[src/rtl/exc_dispatch_pkg.sv]
package exc_dispatch_pkg;
  localparam int unsigned NUM_KINDS = 17;
  localparam int unsigned KIND_W    = 5;
  localparam int unsigned VEC_W     = 14;

  typedef enum logic [KIND_W-1:0] {
    K_RESET    = 5'd0,
    K_IRQ      = 5'd1,
    K_IX_ACV   = 5'd2,
    K_IX_MISS  = 5'd3,
    K_IX_PAGE  = 5'd4,
    K_DX_MISS1 = 5'd5,
    K_DX_MISS2 = 5'd6,
    K_DX_PAGE  = 5'd7,
    K_DX_ACV   = 5'd8,
    K_ALIGN    = 5'd9,
    K_DX_ALIGN = 5'd10,
    K_BAD_OP   = 5'd11,
    K_MCHK     = 5'd12,
    K_ARITH    = 5'd13,
    K_OVF      = 5'd14,
    K_FP_OFF   = 5'd15,
    K_FW_CALL  = 5'd16
  } fault_kind_e;

  typedef struct packed {
    logic             legal;
    logic             trap;
    logic             forced;
    logic [VEC_W-1:0] vec;
  } kind_attr_t;

  function automatic logic [VEC_W-1:0] vec_of(logic [KIND_W-1:0] k);
    case (k)
      K_RESET:               vec_of = 14'h0001;
      K_IRQ:                 vec_of = 14'h0101;
      K_IX_ACV:              vec_of = 14'h0081;
      K_IX_MISS, K_IX_PAGE:  vec_of = 14'h0181;
      K_DX_MISS1:            vec_of = 14'h0201;
      K_DX_MISS2:            vec_of = 14'h0281;
      K_DX_PAGE, K_DX_ACV:   vec_of = 14'h0381;
      K_ALIGN, K_DX_ALIGN:   vec_of = 14'h0301;
      K_BAD_OP:              vec_of = 14'h0481;
      K_MCHK:                vec_of = 14'h0401;
      K_ARITH, K_OVF:        vec_of = 14'h0501;
      K_FP_OFF:              vec_of = 14'h0581;
      K_FW_CALL:             vec_of = 14'h2001;
      default:               vec_of = '0;
    endcase
  endfunction

  function automatic logic is_trap(logic [KIND_W-1:0] k);
    is_trap = (k == K_ARITH) || (k == K_OVF) || (k == K_FW_CALL);
  endfunction

  function automatic logic is_forced(logic [KIND_W-1:0] k);
    is_forced = (k == K_RESET) || (k == K_MCHK);
  endfunction
endpackage

[src/rtl/exc_fault_decode.sv]
module exc_fault_decode
  import exc_dispatch_pkg::*;
(
  input  logic [KIND_W-1:0] kind_i,
  output kind_attr_t        attr_o
);
  always_comb begin
    attr_o.legal  = (kind_i < KIND_W'(NUM_KINDS));
    attr_o.trap   = is_trap(kind_i);
    attr_o.forced = is_forced(kind_i);
    attr_o.vec    = vec_of(kind_i);
  end
endmodule

[src/rtl/exc_priv_regs.sv]
module exc_priv_regs #(
  parameter int unsigned ADDR_W = 32
) (
  input  logic              clk_i,
  input  logic              rst_ni,
  input  logic              accept_i,
  input  logic              save_en_i,
  input  logic [ADDR_W-1:0] save_val_i,
  input  logic              we_i,
  input  logic              sel_i,
  input  logic [ADDR_W-1:0] wdata_i,
  output logic [ADDR_W-1:0] rdata_o,
  output logic [ADDR_W-1:0] base_o,
  output logic [ADDR_W-1:0] exc_o
);
  logic [ADDR_W-1:0] base_q, exc_q;

  always_ff @(posedge clk_i or negedge rst_ni) begin
    if (!rst_ni) begin
      base_q <= '0;
      exc_q  <= '0;
    end else if (accept_i) begin
      // fault wins over a same-cycle register write
      if (save_en_i) exc_q <= save_val_i;
    end else if (we_i) begin
      if (sel_i) exc_q  <= wdata_i;
      else       base_q <= wdata_i;
    end
  end

  assign rdata_o = sel_i ? exc_q : base_q;
  assign base_o  = base_q;
  assign exc_o   = exc_q;
endmodule

[src/rtl/exc_redirect_gen.sv]
module exc_redirect_gen #(
  parameter int unsigned ADDR_W     = 32,
  parameter int unsigned INSN_BYTES = 4
) (
  input  logic              clk_i,
  input  logic              rst_ni,
  input  logic              accept_i,
  input  logic [ADDR_W-1:0] base_i,
  input  logic [ADDR_W-1:0] vec_i,
  output logic              valid_o,
  output logic [ADDR_W-1:0] pc_o,
  output logic [ADDR_W-1:0] npc_o
);
  logic [ADDR_W-1:0] tgt;
  logic              valid_q;
  logic [ADDR_W-1:0] pc_q, npc_q;

  assign tgt = base_i + vec_i;

  always_ff @(posedge clk_i or negedge rst_ni) begin
    if (!rst_ni) begin
      valid_q <= 1'b0;
      pc_q    <= '0;
      npc_q   <= '0;
    end else begin
      valid_q <= accept_i;
      if (accept_i) begin
        pc_q  <= tgt;
        npc_q <= tgt + ADDR_W'(INSN_BYTES);
      end
    end
  end

  assign valid_o = valid_q;
  assign pc_o    = pc_q;
  assign npc_o   = npc_q;
endmodule

[src/rtl/exc_event_counters.sv]
module exc_event_counters
  import exc_dispatch_pkg::*;
#(
  parameter int unsigned CNT_W = 16
) (
  input  logic              clk_i,
  input  logic              rst_ni,
  input  logic              inc_i,
  input  logic [KIND_W-1:0] kind_i,
  input  logic [KIND_W-1:0] idx_i,
  output logic [CNT_W-1:0]  val_o
);
  localparam logic [CNT_W-1:0] CNT_MAX = {CNT_W{1'b1}};

  logic [CNT_W-1:0] cnt_arr [NUM_KINDS];

  for (genvar g = 0; g < NUM_KINDS; g++) begin : g_cnt
    logic [CNT_W-1:0] q;
    always_ff @(posedge clk_i or negedge rst_ni) begin
      if (!rst_ni)
        q <= '0;
      else if (inc_i && (kind_i == KIND_W'(g)) && (q != CNT_MAX))
        q <= q + 1'b1;
    end
    assign cnt_arr[g] = q;
  end

  always_comb begin
    val_o = '0;
    for (int i = 0; i < NUM_KINDS; i++)
      if (idx_i == KIND_W'(i)) val_o = cnt_arr[i];
  end
endmodule

[src/rtl/exc_dispatch.sv]
module exc_dispatch
  import exc_dispatch_pkg::*;
#(
  parameter int unsigned ADDR_W = 32,
  parameter int unsigned CNT_W  = 16
) (
  input  logic              clk_i,
  input  logic              rst_ni,
  input  logic              fault_valid_i,
  input  logic [KIND_W-1:0] fault_kind_i,
  input  logic [ADDR_W-1:0] pc_i,
  input  logic              fw_mode_i,
  input  logic              reg_we_i,
  input  logic              reg_sel_i,
  input  logic [ADDR_W-1:0] reg_wdata_i,
  output logic [ADDR_W-1:0] reg_rdata_o,
  output logic              redirect_valid_o,
  output logic [ADDR_W-1:0] redirect_pc_o,
  output logic [ADDR_W-1:0] redirect_npc_o,
  input  logic [KIND_W-1:0] cnt_idx_i,
  output logic [CNT_W-1:0]  cnt_val_o
);
  localparam int unsigned INSN_BYTES = 4;

  kind_attr_t        attr;
  logic              accept;
  logic              save_en;
  logic [ADDR_W-1:0] save_val;
  logic [ADDR_W-1:0] base_w, exc_w;
  logic [ADDR_W-1:0] vec_ext;

  exc_fault_decode u_dec (
    .kind_i (fault_kind_i),
    .attr_o (attr)
  );

  assign accept   = fault_valid_i & attr.legal & ~redirect_valid_o;
  assign save_en  = attr.forced | ~fw_mode_i;
  assign save_val = attr.trap ? pc_i + ADDR_W'(INSN_BYTES) : pc_i;
  assign vec_ext  = ADDR_W'(attr.vec);

  exc_priv_regs #(.ADDR_W(ADDR_W)) u_regs (
    .clk_i      (clk_i),
    .rst_ni     (rst_ni),
    .accept_i   (accept),
    .save_en_i  (save_en),
    .save_val_i (save_val),
    .we_i       (reg_we_i),
    .sel_i      (reg_sel_i),
    .wdata_i    (reg_wdata_i),
    .rdata_o    (reg_rdata_o),
    .base_o     (base_w),
    .exc_o      (exc_w)
  );

  exc_redirect_gen #(.ADDR_W(ADDR_W), .INSN_BYTES(INSN_BYTES)) u_redir (
    .clk_i    (clk_i),
    .rst_ni   (rst_ni),
    .accept_i (accept),
    .base_i   (base_w),
    .vec_i    (vec_ext),
    .valid_o  (redirect_valid_o),
    .pc_o     (redirect_pc_o),
    .npc_o    (redirect_npc_o)
  );

  exc_event_counters #(.CNT_W(CNT_W)) u_cnt (
    .clk_i  (clk_i),
    .rst_ni (rst_ni),
    .inc_i  (accept),
    .kind_i (fault_kind_i),
    .idx_i  (cnt_idx_i),
    .val_o  (cnt_val_o)
  );
endmodule

[config.mk]
export PLATFORM = sky130hd
export DESIGN_NAME = exc_dispatch
export DESIGN_NICKNAME = d
export VERILOG_FILES = /design/src/rtl/exc_dispatch_pkg.sv /design/src/rtl/exc_fault_decode.sv /design/src/rtl/exc_priv_regs.sv /design/src/rtl/exc_redirect_gen.sv /design/src/rtl/exc_event_counters.sv /design/src/rtl/exc_dispatch.sv
export SDC_FILE = /design/constraint.sdc
export NUM_CORES = 1
export LEC_CHECK = 0
export ABC_AREA = 1
export BUFFER_PORTS_ARGS = -buffer_cell sky130_fd_sc_hd__buf_2
export CORE_ASPECT_RATIO = 2
export CORE_MARGIN = 1.5
export CORE_UTILIZATION = 35
export CTS_BUF_LIST = sky130_fd_sc_hd__clkbuf_2 sky130_fd_sc_hd__clkbuf_4 sky130_fd_sc_hd__clkbuf_8
export DETAILED_ROUTE_END_ITERATION = 16
export GPL_TIMING_DRIVEN = 0
export HOLD_SLACK_MARGIN = 0.06
export PLACE_DENSITY = 0.62
export SLEW_MARGIN = 15
export SYNTH_ARGS = -nofsm -noshare
export SYNTH_HDL_FRONTEND = slang
export SYNTH_SLANG_ARGS = --single-unit
[constraint.sdc]
create_clock -name clk_i -period 2.71 [get_ports clk_i]
set_clock_uncertainty 0.2 [all_clocks]
set_input_delay 0.271 -clock clk_i [delete_from_list [all_inputs] [get_ports clk_i]]
set_output_delay 0.271 -clock clk_i [all_outputs]
set_load 0.005 [all_outputs]
After elaboration in Yosys (flattened, before gate mapping)
Memory sizes are Yosys's and may differ from the RTL's.
Index checks and enable logic that the tools add are counted.
Cells by class
  shifts and indexed selects: 0
  $add $sub $neg: 20
  multiply operators: 0
  muxes and demuxes: 23
  reductions and logical operators: 43
  bitwise operators: 7
  divide/modulo/power cells: 0
  equality and inequality tests: 50
  magnitude comparators: 1
Operators with widths (count)
  $add 16x1->16 const B: 17
  $mux 16: 17
  $ne 16x16->1 const B: 17
  $mux 32: 6
  $eq 5x4->1 const B: 16
  $add 32x3->32 const B: 2
  $eq 5x3->1 const B: 8
  $logic_and 1x1->1: 34
  $add 32x14->32: 1
  $eq 5x2->1 const B: 4
  $eq 5x1->1 const B: 2
  $eq 5x5->1 const B: 2
  $logic_not 5->1: 2
  $reduce_and 3->1: 2
  $lt 5x5->1 const B: 1
  $not 1->1: 4
  $reduce_bool 2->1: 2
  $logic_or 1x1->1: 3
  $and 1x1->1: 2
  $ne 2x2->1 const B: 1
  $or 1x1->1: 1
Word-level totals
  memories: 1
  input bits: 80
  flip-flop bits (word level): 401
  memory bits (writable): 0
  ROM bits: 192
  latch bits: 0
Memory list
  (no name shown): depth 32, width 6, rd ports 1, clocked after Yosys merged registers in 0, write ports 0, RTL line exc_dispatch_pkg.sv:34  | case (k)

Logic depth before layout (Yosys ltp)
Gate-level depths: netlist (run 1).
  depth after elaboration: 18
  depth in mapped cells: 25
  depth with buffers taken out: 25

Cells and area by module
From an unflattened synthesis (run 1), not the netlist that was laid out.
Second synthesis, totals
  cell total of the unflattened synthesis: 3453
  area, all modules: 25645.8 sq um
By module, submodules not included
  exc_event_counters: cells each 1813, sequential area each 6806.5 sq um, times used 1, area an instance 15140.8 sq um
  exc_redirect_gen: cells each 946, sequential area each 1576.5 sq um, times used 1, area an instance 5823.1 sq um
  exc_priv_regs: cells each 451, sequential area each 1601.5 sq um, times used 1, area an instance 3303.2 sq um
  exc_dispatch: cells each 185, sequential area each 0.0 sq um, times used 1, area an instance 1008.5 sq um
  exc_fault_decode: cells each 58, sequential area each 0.0 sq um, times used 1, area an instance 370.4 sq um

Worst setup path after synthesis (run 1)
Ideal clock, no wire load.
  path type: input to register
  from: input port fault_kind_i[0]
  to: register u_redir.npc_q[16], in the netlist u_redir.npc_o[16]
  arrival: 2.764 ns
  path buffers: 0
  stages: 20
  path slack: -0.384 ns
  setup time: 0.130 ns
  cells stage by stage: inv_1 ha_1 inv_1 o21ai_0 ha_1 ha_1 inv_1 nand2_1 nand2_1 inv_1 ha_1 nand3_1 nor2_1 inv_1 nor2_2 nand2_1 nor2_2 nand2_1 o211ai_1 nand3_1
On the way
  word-level cells in the longest chain between the ends: 3
RTL lines
  start: declaration: RTL line exc_dispatch.sv:10  | input logic [KIND_W-1:0] fault_kind_i,
  $mem_v2 32x6
  $add 32x14->32: RTL line exc_redirect_gen.sv:18  | assign tgt = base_i + vec_i;
  named net u_redir.tgt[2]: RTL line exc_redirect_gen.sv:14  | logic [ADDR_W-1:0] tgt;
  $add 32x3->32: RTL line exc_redirect_gen.sv:29  | npc_q <= tgt + ADDR_W'(INSN_BYTES);
  end signal: assignment: RTL line exc_redirect_gen.sv:29
  end: declaration: RTL line exc_redirect_gen.sv:16  | logic [ADDR_W-1:0] pc_q, npc_q;
The timed path passes the listed nets, and every way through them passes these cells.
A chain may end at the register's enable or synchronous reset.

Final worst setup path (run 1)
  from: register u_cnt.g_cnt[0].q[9]
  to: output port cnt_val_o[9]
On the way
  word-level cells in the longest chain between the ends: 17
RTL lines
  start: declaration: RTL line exc_event_counters.sv:18  | logic [CNT_W-1:0] q;
  start signal: assignment: RTL line exc_event_counters.sv:23  | q <= q + 1'b1;
  $mux 16 (17 in a row): RTL line exc_event_counters.sv:31  | if (idx_i == KIND_W'(i)) val_o = cnt_arr[i];
  end: declaration: RTL line exc_dispatch.sv:21  | output logic [CNT_W-1:0] cnt_val_o
Every way passes these cells.

==> results of run 1 <==
-- state kept, by name, summed over array words and instances (netlist names) --
name / count
u_redir.npc_o: 32
u_regs.exc_o: 32
u_redir.valid_o: 1
u_redir.pc_o: 30
u_regs.base_o: 32
u_cnt.g_cnt.q: 272
-- kinds of logic after synthesis --
group,Yosys count
AND/OR/NAND/NOR,1821
buffers and inverters,456
flip-flops,399
XOR/XNOR,280
AO/OA/AOI/OAI,269
adder cells (fa/ha/maj),33
multiplexers,8
-- worst paths after layout --
path                                       startpoint  depth (start not counted)                    end
worst min register to register  u_cnt.g_cnt[10].q[14]                          1  u_cnt.g_cnt[10].q[14]
worst max-delay path              u_cnt.g_cnt[0].q[9]                         11           cnt_val_o[9]
min in group asynchronous                      rst_ni                          3  u_cnt.g_cnt[15].q[14]
worst min-delay path                  fault_kind_i[4]                          4    u_cnt.g_cnt[5].q[0]
max in group asynchronous                      rst_ni                          5       u_redir.pc_o[18]
worst max register to register      u_regs.base_o[16]                         15      u_redir.npc_o[31]
-- stage by stage --
stage                     hold WS, ns  worst slack, ns  total power (uW)  setup TNS [ns]
after CTS                     0.06554          -0.4158             16470          -6.080
after floorplan               -0.2246         -0.05612              8483         -0.1400
after global routing          0.08658          -0.4587             17430          -9.773
after global placement         0.2588           -7.272              9898        -2950.19
final                         0.05503          -0.3894             16700          -7.009
after detailed placement       0.1512           -1.314              9961          -78.71
-- layer usage --
metal / wire [um] / track usage, %
met1: 29240 / 22.86
met5: 20 / 0
met3: 5545 / 6.544
met2: 50670 / 51.89
met4: 10790 / 26.02
-- critical path, stage by stage (launching register included) --
cell     delay, ns
dfrtp_1       0.41
nand2_2       0.11
nand2_2       0.07
nor2_4        0.18
nand4_1       0.16
nor2_2        0.18
nand3_2       0.10
nand2_2       0.07
nand4_1       0.12
nor2_2        0.20
nand4_1       0.15
buf_2         0.16
-- cells in the final DEF, fill, tap and decap left out, types with 23 or more instances in the layout --
cell           count
dfrtp_1          377
nand3_1          124
xnor2_1           49
nand2_2          113
xor2_1           228
o21ai_0          145
nand3_2           39
ha_1              23
inv_2             25
buf_2            193
a21oi_1           80
buf_4            103
dlygate4sd3_1     88
inv_1            357
clkbuf_8          79
nor2_4            73
nand2_1          817
nand2_4           34
nor2_2            42
clkbuf_1          36
nand4_1          112
nor4_1            23
nor3_1            91
nor2_1           278
-- timing repair --
item,4_1_cts,5_1_grt
resized for setup,336,218
buffers inserted,77,41
setup endpoints to repair,90,98
hold endpoints to repair,353,1
pin swaps,123,161
hold buffers,87,2
-- power by group through the flow --
stage,Combinational [uW],Clock (uW),Sequential [uW]
2_1_floorplan,1520,0,6960
3_3_place_gp,2780,0,7120
3_5_place_dp,2830,0,7130
4_1_cts,3440,5990,7030
5_1_grt,4100,6230,7110
6_report,3760,5880,7060
-- cell type report --
class,count,share of cell area [%]
diodes,3,0.02386
plain buffers,67,0.9781
clock buffers,91,3.741
clock inverters,21,0.6839
inverters,389,4.751
multi-input cells,2411,44.97
flip-flops and latches,399,31.82
well taps,890,3.539
repair buffers,404,9.499
==> flow_metrics.py, run 1 <==
metrics = {
    "final_layout": {
        "final_area_um2": 31470,
        "fin_util_pct": 46.58,
        "nets": 3852,
        "multi_input_area_um2": 14150,
        "fillers": 6792,
        "seq_area_um2": 10010,
        "area_growth_pct": 31.81,
        "drive_gt1_share_pct": 23.69,
        "final_cells": 4675,
    },
    "pwr": {
        "sw_frac_of_total_pct": 33.94,
        "p_switching_uw": 5668,
        "clkPwrFrac_pct": 35.2,
        "power.internal_uw": 11030,
        "p_leak_uw": 0.01553,
        "combinationalPowerShare_pct": 22.5,
        "power_density_nw_per_um2": 530.7,
        "vdd_ir_drop_max_mv": 0.3940,
        "power_frac_seq_pct": 42.3,
    },
    "logic_synthesis": {
        "ys_types": 49,
        "yosys.area_share.simple_pct": 32.65,
        "synth_compound_area_share_pct": 5.891,
        "synthFlopType": "dfrtp_1",
        "synth.avg_cell_area_um2": 7.310,
        "synth_mux_area_share_pct": 0.3773,
        "synth_top_family_by_area": "simple AND/OR/NAND/NOR gates",
        "synth_xor_area_share_pct": 10.27,
        "synth_adder_area_share_pct": 1.729,
        "synthesis.instances": 3266,
        "synth_area_um2": 23870,
        "yosysTopAreaCellShare_pct": 41.82,
        "synth_seq_cells": 399,
        "synth_edf_count": 0,
        "syn-num-nets": 3379,
        "synth.area.top_cells": "dfrtp_1 (42%), nand2_1 (15%), xor2_1 (8.5%)",
        "yosysWarnings": 0,
        "synth_largest_area_cell": "dfrtp_1",
        "yosysMostFrequentCell": "nand2_1",
        "ys_async_sr_fraction_pct": 100.0,
        "synthTopCellsByCount": "nand2_1 (967), dfrtp_1 (399), inv_1 (384)",
        "ys_seq_area_share_pct": 41.82,
    },
    "worst_setup_path": {
        "r2r_slack_ns": -0.26,
        "crit_path_end_kind": "output pin",
        "worstPathRequired_ns": 2.24,
        "startpoint_type": "flip-flop",
        "crit_fanout": 3,
        "arrival_ns": 2.63,
        "critical_path_class": "flip-flop to output pin",
    },
    "drt": {
        "wl_per_cell_um": 20.59,
        "drt_iter0_markers": 1336,
        "drt-total-wl_um": 96270,
        "postRouteAntennaNets": 0,
        "avgViaCountPerCell": 5.185,
        "drc": 0,
        "firstDrtPassIters": 5,
        "num_vias": 24240,
    },
    "floorplan": {
        "rows": 135,
        "dieHeight_um": 372.4,
        "coreArea_um2": 67560,
        "die-area_um2": 69880,
        "start_util_pct": 35.34,
        "die_w_um": 187.7,
        "num_io_pins": 193,
    },
    "global_route": {
        "grt_pass1_vias": 25510,
        "grt_usage_pct": 27.36,
        "antenna_found_initial": 5,
        "grt_max_degree": 91,
        "overflow": 0,
        "grt_first_pass_wirelength_um": 142400,
    },
    "timing": {
        "finalCriticalPeriod_ns": 3.099,
        "setup_ws_ns": -0.3894,
        "max_freq_ghz": 0.3226,
        "finalSetupViolations": 36,
        "rsz0062_at_grt": "true",
        "final-hold-violation-count": 0,
        "fin_crit_sh_pct": 114.4,
        "worst_pin_slew_ns": 0.9940,
        "drv_slew": 0,
        "slew_headroom_pct": 33.49,
    },
    "clock_network": {
        "cts_root_buf": "clkbuf_8",
        "cts_buffers": 67,
        "max-clock-path-buffers": 3,
        "clock_sinks": 399,
        "htreeDepth": 3,
        "insertion_delay_ns": 0.72,
        "path_clk_slew_ns": 0.06,
        "cts_tree": "done",
    },
    "worst_hold_path": {
        "hold_path_class": "input port to flip-flop",
    },
    "placement": {
        "dpl_cell_area_um2": 26250,
        "dp_hpwl_um": 73300,
        "gp_congestion": 1.059,
        "placement.io_buffers": 190,
        "dp_cells": 4351,
    },
    "run_status": {
        "status": "complete, but fails checks",
        "violations": "setup timing",
    },
    "job": {
        "max_cap_viol_count": 0,
    },
}
No activity file was read; power rests on OpenSTA's default activity.
==> inputs of run 2 (changes only) <==
- REMOVE_ABC_BUFFERS: default -> 1
==> run 2 against run 1 <==
  * The flow still finishes with violations (setup timing)
  * Worst setup slack got worse by 0.019 ns
  * Sequential share of layout area rose by 0.21 points
  * Sequential power fell by 0.8%
  * Count of clock-buffer cells in the layout fell by 6
  * Core utilization fell by 0.34 points
  * Routed wire length fell by 11%
  * Register-to-register slack improved by 0.14 ns
  * Hold slack got worse by 0.042 ns
  * Cell count fell by 0.83%
  * Design area fell by 0.72%
  * Sequential cell count did not move
  * Power fell by 5.0%
  * Highest routed layer unchanged
==> flow_metrics.py, run 2 (same netlist as run 1, synthesis figures left out) <==
metrics = {
    "timing": {
        "max_freq_ghz": 0.3207,
        "fin_crit_sh_pct": 115.1,
        "final-hold-violation-count": 0,
        "rsz0062_at_grt": "true",
        "finalSetupViolations": 30,
        "worst_pin_slew_ns": 1.063,
        "finalCriticalPeriod_ns": 3.119,
        "setup_ws_ns": -0.4086,
        "drv_slew": 0,
        "slew_headroom_pct": 29.11,
    },
    "worst_hold_path": {
        "hold_path_class": "input port to asynchronous set/reset pin",
    },
    "floorplan": {
        "die-area_um2": 69880,
        "start_util_pct": 35.34,
        "dieHeight_um": 372.4,
        "die_w_um": 187.7,
        "rows": 135,
        "coreArea_um2": 67560,
        "num_io_pins": 193,
    },
    "placement": {
        "gp_congestion": 0.9636,
        "placement.io_buffers": 192,
        "dp_hpwl_um": 63050,
        "place_ws_ns": -1.930,
    },
    "global_route": {
        "use_met2_pct": 45.71,
        "grt_first_pass_wirelength_um": 128200,
        "met3_usage_pct": 4.501,
        "grt_max_degree": 94,
        "grt_use_met1_pct": 22.15,
        "grt.busiest_layer": "met2",
        "grt_pass1_vias": 23610,
        "antenna_found_initial": 7,
        "grt_usage_pct": 23.66,
        "overflow": 0,
    },
    "clock_network": {
        "cts_buffers": 57,
        "path_clk_slew_ns": 0.07,
        "cts_root_buf": "clkbuf_8",
        "cts_tree": "done",
        "htreeDepth": 2,
        "max-clock-path-buffers": 3,
        "clock_sinks": 399,
        "insertion_delay_ns": 0.68,
    },
    "pwr": {
        "power_density_nw_per_um2": 507.8,
        "p_leak_uw": 0.01543,
        "vdd_ir_drop_max_mv": 0.4165,
        "total_power_uw": 15870,
    },
    "drt": {
        "num_vias": 23550,
        "drt-total-wl_um": 85210,
        "firstDrtPassIters": 6,
        "drt_iter0_markers": 1158,
        "wl_per_cell_um": 18.38,
        "avgViaCountPerCell": 5.079,
        "drc": 0,
        "postRouteAntennaNets": 0,
    },
    "worst_setup_path": {
        "r2r_slack_ns": -0.12,
        "arrival_ns": 2.65,
        "reg2reg_from": "u_regs.base_o[7]",
        "reg2regPathDepth": 16,
        "crit_fanout": 6,
        "worstPathRequired_ns": 2.24,
        "crit_path_end_kind": "output pin",
        "critical_path_class": "flip-flop to output pin",
        "rr_endpoint": "u_redir.npc_o[27]",
        "startpoint_type": "flip-flop",
    },
    "final_layout": {
        "drive_gt1_share_pct": 23.24,
        "mostFrequentLayoutCell": "nand2_1",
        "final_cell_mix": "nand2_1 (850), dfrtp_1 (383), inv_1 (353)",
        "area_growth_pct": 30.86,
        "nets": 3815,
        "fin_util_pct": 46.24,
        "top_register": "u_cnt.g_cnt.q",
        "largest_reg_flops": 272,
    },
    "run_status": {
        "status": "complete, but fails checks",
        "violations": "setup timing",
    },
    "job": {
        "max_cap_viol_count": 0,
    },
}
[run 2: layout make-up]
class                   count  area, um^2
repair inverters            1       16.27
fillers                  6834       36320
clock inverters            16       126.4
clock buffers              85        1101
well taps                 890        1114
diodes                      2       5.005
repair buffers            440        3309
inverters                 389        1521
multi-input cells        2414       14040
flip-flops and latches    399       10000
[run 2: metal layers]
layer / vias up / share of wire [%]
met5: - / 0.053
met4: 10 / 8.5
met3: 316 / 5.2
met2: 718 / 53
met1: 11220 / 33
li1: 11280 / -
[run 2: where the power goes]
part | total [uW] | internal [uW] | switching (uW)
clock network | 5280 | 2710 | 2570
logic | 3590 | 1380 | 2210
registers | 7000 | 6500 | 495
total | 15900 | 10600 | 5280
[run 2: how the worst max path moves through the flow]
stage | endpoint | depth (start not counted) | slack (ns) | start
2_1_floorplan | u_regs.base_o[7] | 8 | -1.24 | fault_kind_i[2]
3_3_place_gp | u_cnt.g_cnt[9].q[11] | 1 | -7.21 | rst_ni
3_5_place_dp | u_regs.exc_o[19] | 13 | -1.93 | fault_kind_i[0]
4_1_cts | cnt_val_o[10] | 11 | -0.42 | u_cnt.g_cnt[0].q[10]
5_1_grt | cnt_val_o[10] | 11 | -0.48 | u_cnt.g_cnt[0].q[10]
6_report | cnt_val_o[10] | 9 | -0.41 | u_cnt.g_cnt[6].q[10]
[run 2: worst max-delay path: stages, from the launching register on]
cell and delay (ns):
dfrtp_1 0.48, a21oi_2 0.22, nand4_1 0.30, nand2_1 0.20
nand3_2 0.09, nor2_2 0.12, nand4_1 0.15, nor2_2 0.16
nand3_2 0.11, buf_6 0.14
[run 2: stage by stage]
stage	hold slack [ns]	instances	setup TNS, ns	area, um^2
floorplan	-0.2246	3199	-154.13	23600
global placement	0.2558	4281	-3601.00	25680
detailed placement	0.1370	4291	-320.54	25910
CTS	-0.009846	4533	-4.731	29460
global route	0.07404	4636	-8.404	31240
finish	0.01279	4636	-4.205	31240
[run 2: repair_timing]
item                                   4_1_cts  5_1_grt
resized for setup                          283      261
cloned                                       3        3
buffers inserted                            46       99
hold buffers                                92        1
setup endpoints to repair                  250       79
pin swaps                                   59      135
endpoints found under the hold margin      357        1
==> inputs of run 3 (changes only) <==
- CORE_ASPECT_RATIO: 2 -> 0.9
==> run 3 against run 2 <==
  * The run still ends with setup timing left
  * Register-to-register slack better by 0.03 ns
  * Worst setup slack improved by 0.14 ns
  * Cell count down 0.13%
  * Largest cell class unchanged
  * Routed wire length decreased by 6.7%
  * Hold slack gained 0.10 ns
  * Critical endpoint is now cnt_val_o[11]
  * Non-clock buffer count down 16
  * Design area increased by 0.73%
  * Sequential share of layout area fell by 0.24 points
  * Sequential cell count unchanged
  * Die area decreased by 0.13%
  * Global-route usage down 1.8 points
==> flow_metrics.py, run 3 (same netlist as run 1, synthesis figures left out) <==
metrics = {
    "floorplan": {
        "start_util_pct": 35.51,
        "rows": 90,
        "num_io_pins": 193,
        "coreArea_um2": 67230,
        "die_w_um": 278.3,
        "dieHeight_um": 250.8,
        "die-area_um2": 69790,
    },
    "global_route": {
        "grt_first_pass_wirelength_um": 120700,
        "antenna_found_initial": 6,
        "grt_pass1_vias": 22020,
        "grt_max_degree": 100,
        "overflow": 0,
        "grt_usage_pct": 21.85,
    },
    "placement": {
        "gp_congestion": 0.9351,
        "dp_hpwl_um": 55870,
        "place_ws_ns": -2.147,
        "placement.io_buffers": 192,
    },
    "timing": {
        "fin_crit_sh_pct": 110.0,
        "worst_pin_slew_ns": 1.097,
        "finalSetupViolations": 30,
        "slew_headroom_pct": 26.87,
        "setup_ws_ns": -0.2706,
        "max_freq_ghz": 0.3355,
        "final-hold-violation-count": 0,
        "drv_slew": 0,
        "rsz0062_at_grt": "true",
        "fin_tns_setup_ns": -3.962,
        "finalCriticalPeriod_ns": 2.981,
    },
    "worst_setup_path": {
        "crit_path_top_delay_cell": "nand2_1",
        "critical_path_class": "input port to output pin",
        "r2r_slack_ns": -0.09,
        "slowest_delay_ns": 0.26,
        "arrival_ns": 2.51,
        "cpMostUsedCell": "nor2_2",
        "startpoint_type": "input port",
        "path_cells": "buf_2 > inv_1 > nor2_1 > nand2_1 > nor2_2 > inv_2 > nor2_1 > nor2_4 > nand4_1 > nor2_2 > nand4_1 > nand2_1 > nand3_2 > nor2_2 > nand3_1 > buf_2",
        "worstPathRequired_ns": 2.24,
        "cp.buffers_inverters": 4,
        "cp_top_family": "simple AND/OR/NAND/NOR gates",
        "crit_path_end_kind": "output pin",
        "crit_fanout": 11,
    },
    "run_status": {
        "status": "complete, but fails checks",
        "violations": "setup timing",
    },
    "final_layout": {
        "nets": 3814,
        "final_cell_mix": "nand2_1 (844), dfrtp_1 (385), inv_1 (356)",
        "top_register": "u_cnt.g_cnt.q",
        "drive_gt1_share_pct": 24.35,
        "mostFrequentLayoutCell": "nand2_1",
        "fin_util_pct": 46.81,
        "area_growth_pct": 31.82,
        "largest_reg_flops": 272,
    },
    "drt": {
        "drt_iter0_markers": 2021,
        "drt-total-wl_um": 79480,
        "drc": 0,
        "wl_per_cell_um": 17.17,
        "num_vias": 23420,
        "postRouteAntennaNets": 0,
        "firstDrtPassIters": 6,
        "avgViaCountPerCell": 5.059,
    },
    "clock_network": {
        "clock_sinks": 399,
        "path_clk_slew_ns": 0.06,
        "cts_tree": "done",
        "htreeDepth": 3,
        "cts_root_buf": "clkbuf_8",
        "cts_buffers": 73,
        "max-clock-path-buffers": 3,
        "insertion_delay_ns": 0.66,
    },
    "pwr": {
        "p_switching_uw": 5434,
        "power.internal_uw": 11460,
        "vdd_ir_drop_max_mv": 0.4369,
        "total_power_uw": 16890,
        "p_leak_uw": 0.01551,
        "power_frac_seq_pct": 41.7,
        "combinationalPowerShare_pct": 21.9,
        "sw_frac_of_total_pct": 32.17,
        "clkPwrFrac_pct": 36.4,
        "power_density_nw_per_um2": 536.7,
    },
    "worst_hold_path": {
        "hold_path_class": "input port to flip-flop",
    },
    "job": {
        "max_cap_viol_count": 0,
    },
}
## run 3: changes by cell type in the layout (fill, tap and decap cells not counted), sizes merged, moves of 2 or more
| cell | before | now |
|---|---|---|
| dlygate4sd3 | 92 | 78 |
| inv | 390 | 387 |
| clkbuf | 87 | 114 |
| clkinvlp | 0 | 4 |
| bufinv | 1 | 3 |
| nor2 | 395 | 393 |
| clkinv | 15 | 12 |
## run 3: stage by stage
| step | hold WS [ns] | std cells | instance area [um^2] |
|---|---|---|---|
| finish | 0.1162 | 4630 | 31470 |
| global route | 0.1087 | 4627 | 31460 |
| CTS | -0.007182 | 4546 | 29780 |
| detailed placement | 0.1063 | 4276 | 25890 |
| global placement | 0.2591 | 4265 | 25660 |
| floorplan | -0.2246 | 3199 | 23600 |
## run 3: final timing paths
path | cells past startpoint | from | end
setup / recovery | 16 | cnt_idx_i[1] | cnt_val_o[11]
max in group asynchronous | 6 | rst_ni | u_cnt.g_cnt[15].q[6]
hold reg to reg | 1 | u_cnt.g_cnt[10].q[14] | u_cnt.g_cnt[10].q[14]
setup reg to reg | 16 | u_regs.base_o[8] | u_redir.npc_o[27]
hold / removal | 6 | fault_kind_i[4] | u_redir.npc_o[1]
min in group asynchronous | 3 | rst_ni | u_redir.pc_o[3]
## run 3: area by class of cell
class / instances / area (um^2)
inverter: 389 / 1530
multi-input combinational: 2413 / 14120
timing repair inverter: 1 / 11.26
clock inverter: 16 / 162.7
fill: 6514 / 35760
sequential: 399 / 10000
timing repair buffer: 424 / 3177
clock buffer: 111 / 1371
antenna: 3 / 7.507
tap: 874 / 1094
## run 3: layer usage
layer	part of all wire [%]	up-vias	track usage (%)
met5	0.016	-	0
met4	3.4	2	7.479
met2	43	825	32.43
met1	45	11110	31.30
li1	-	11300	-
met3	8.1	183	4.786
## run 3: timing repair
action | 4_1_cts | 5_1_grt
hold endpoints to repair | 302 | 4
buffers inserted | 65 | 75
resized for setup | 299 | 264
endpoints found under the setup margin | 333 | 96
hold buffers | 76 | 3
pin swaps | 99 | 184
gates cloned | 2 | 3
## run 3: worst reg2reg max path: stages, from the launching register on
cell and delay, ns:
dfrtp_2 0.45, ha_4 0.27, buf_6 0.13, nand2_8 0.09, inv_6 0.05, a21oi_4 0.18
nand2_2 0.11, nand2_2 0.09, nand2_4 0.09, a21oi_4 0.20, nand2_4 0.11, nor3_4 0.33
nand3_1 0.11, nand2_1 0.07, nand2_1 0.07, nand2_1 0.08, nand2_1 0.05
## run 3: power by group through the flow
stage | combinational, uW | clock [uW] | sequential [uW]
floorplan | 1430 | 0 | 6960
finish | 3700 | 6150 | 7040
global placement | 2560 | 0 | 7100
global route | 4050 | 6550 | 7110
CTS | 3170 | 6280 | 7020
detailed placement | 2630 | 0 | 7090
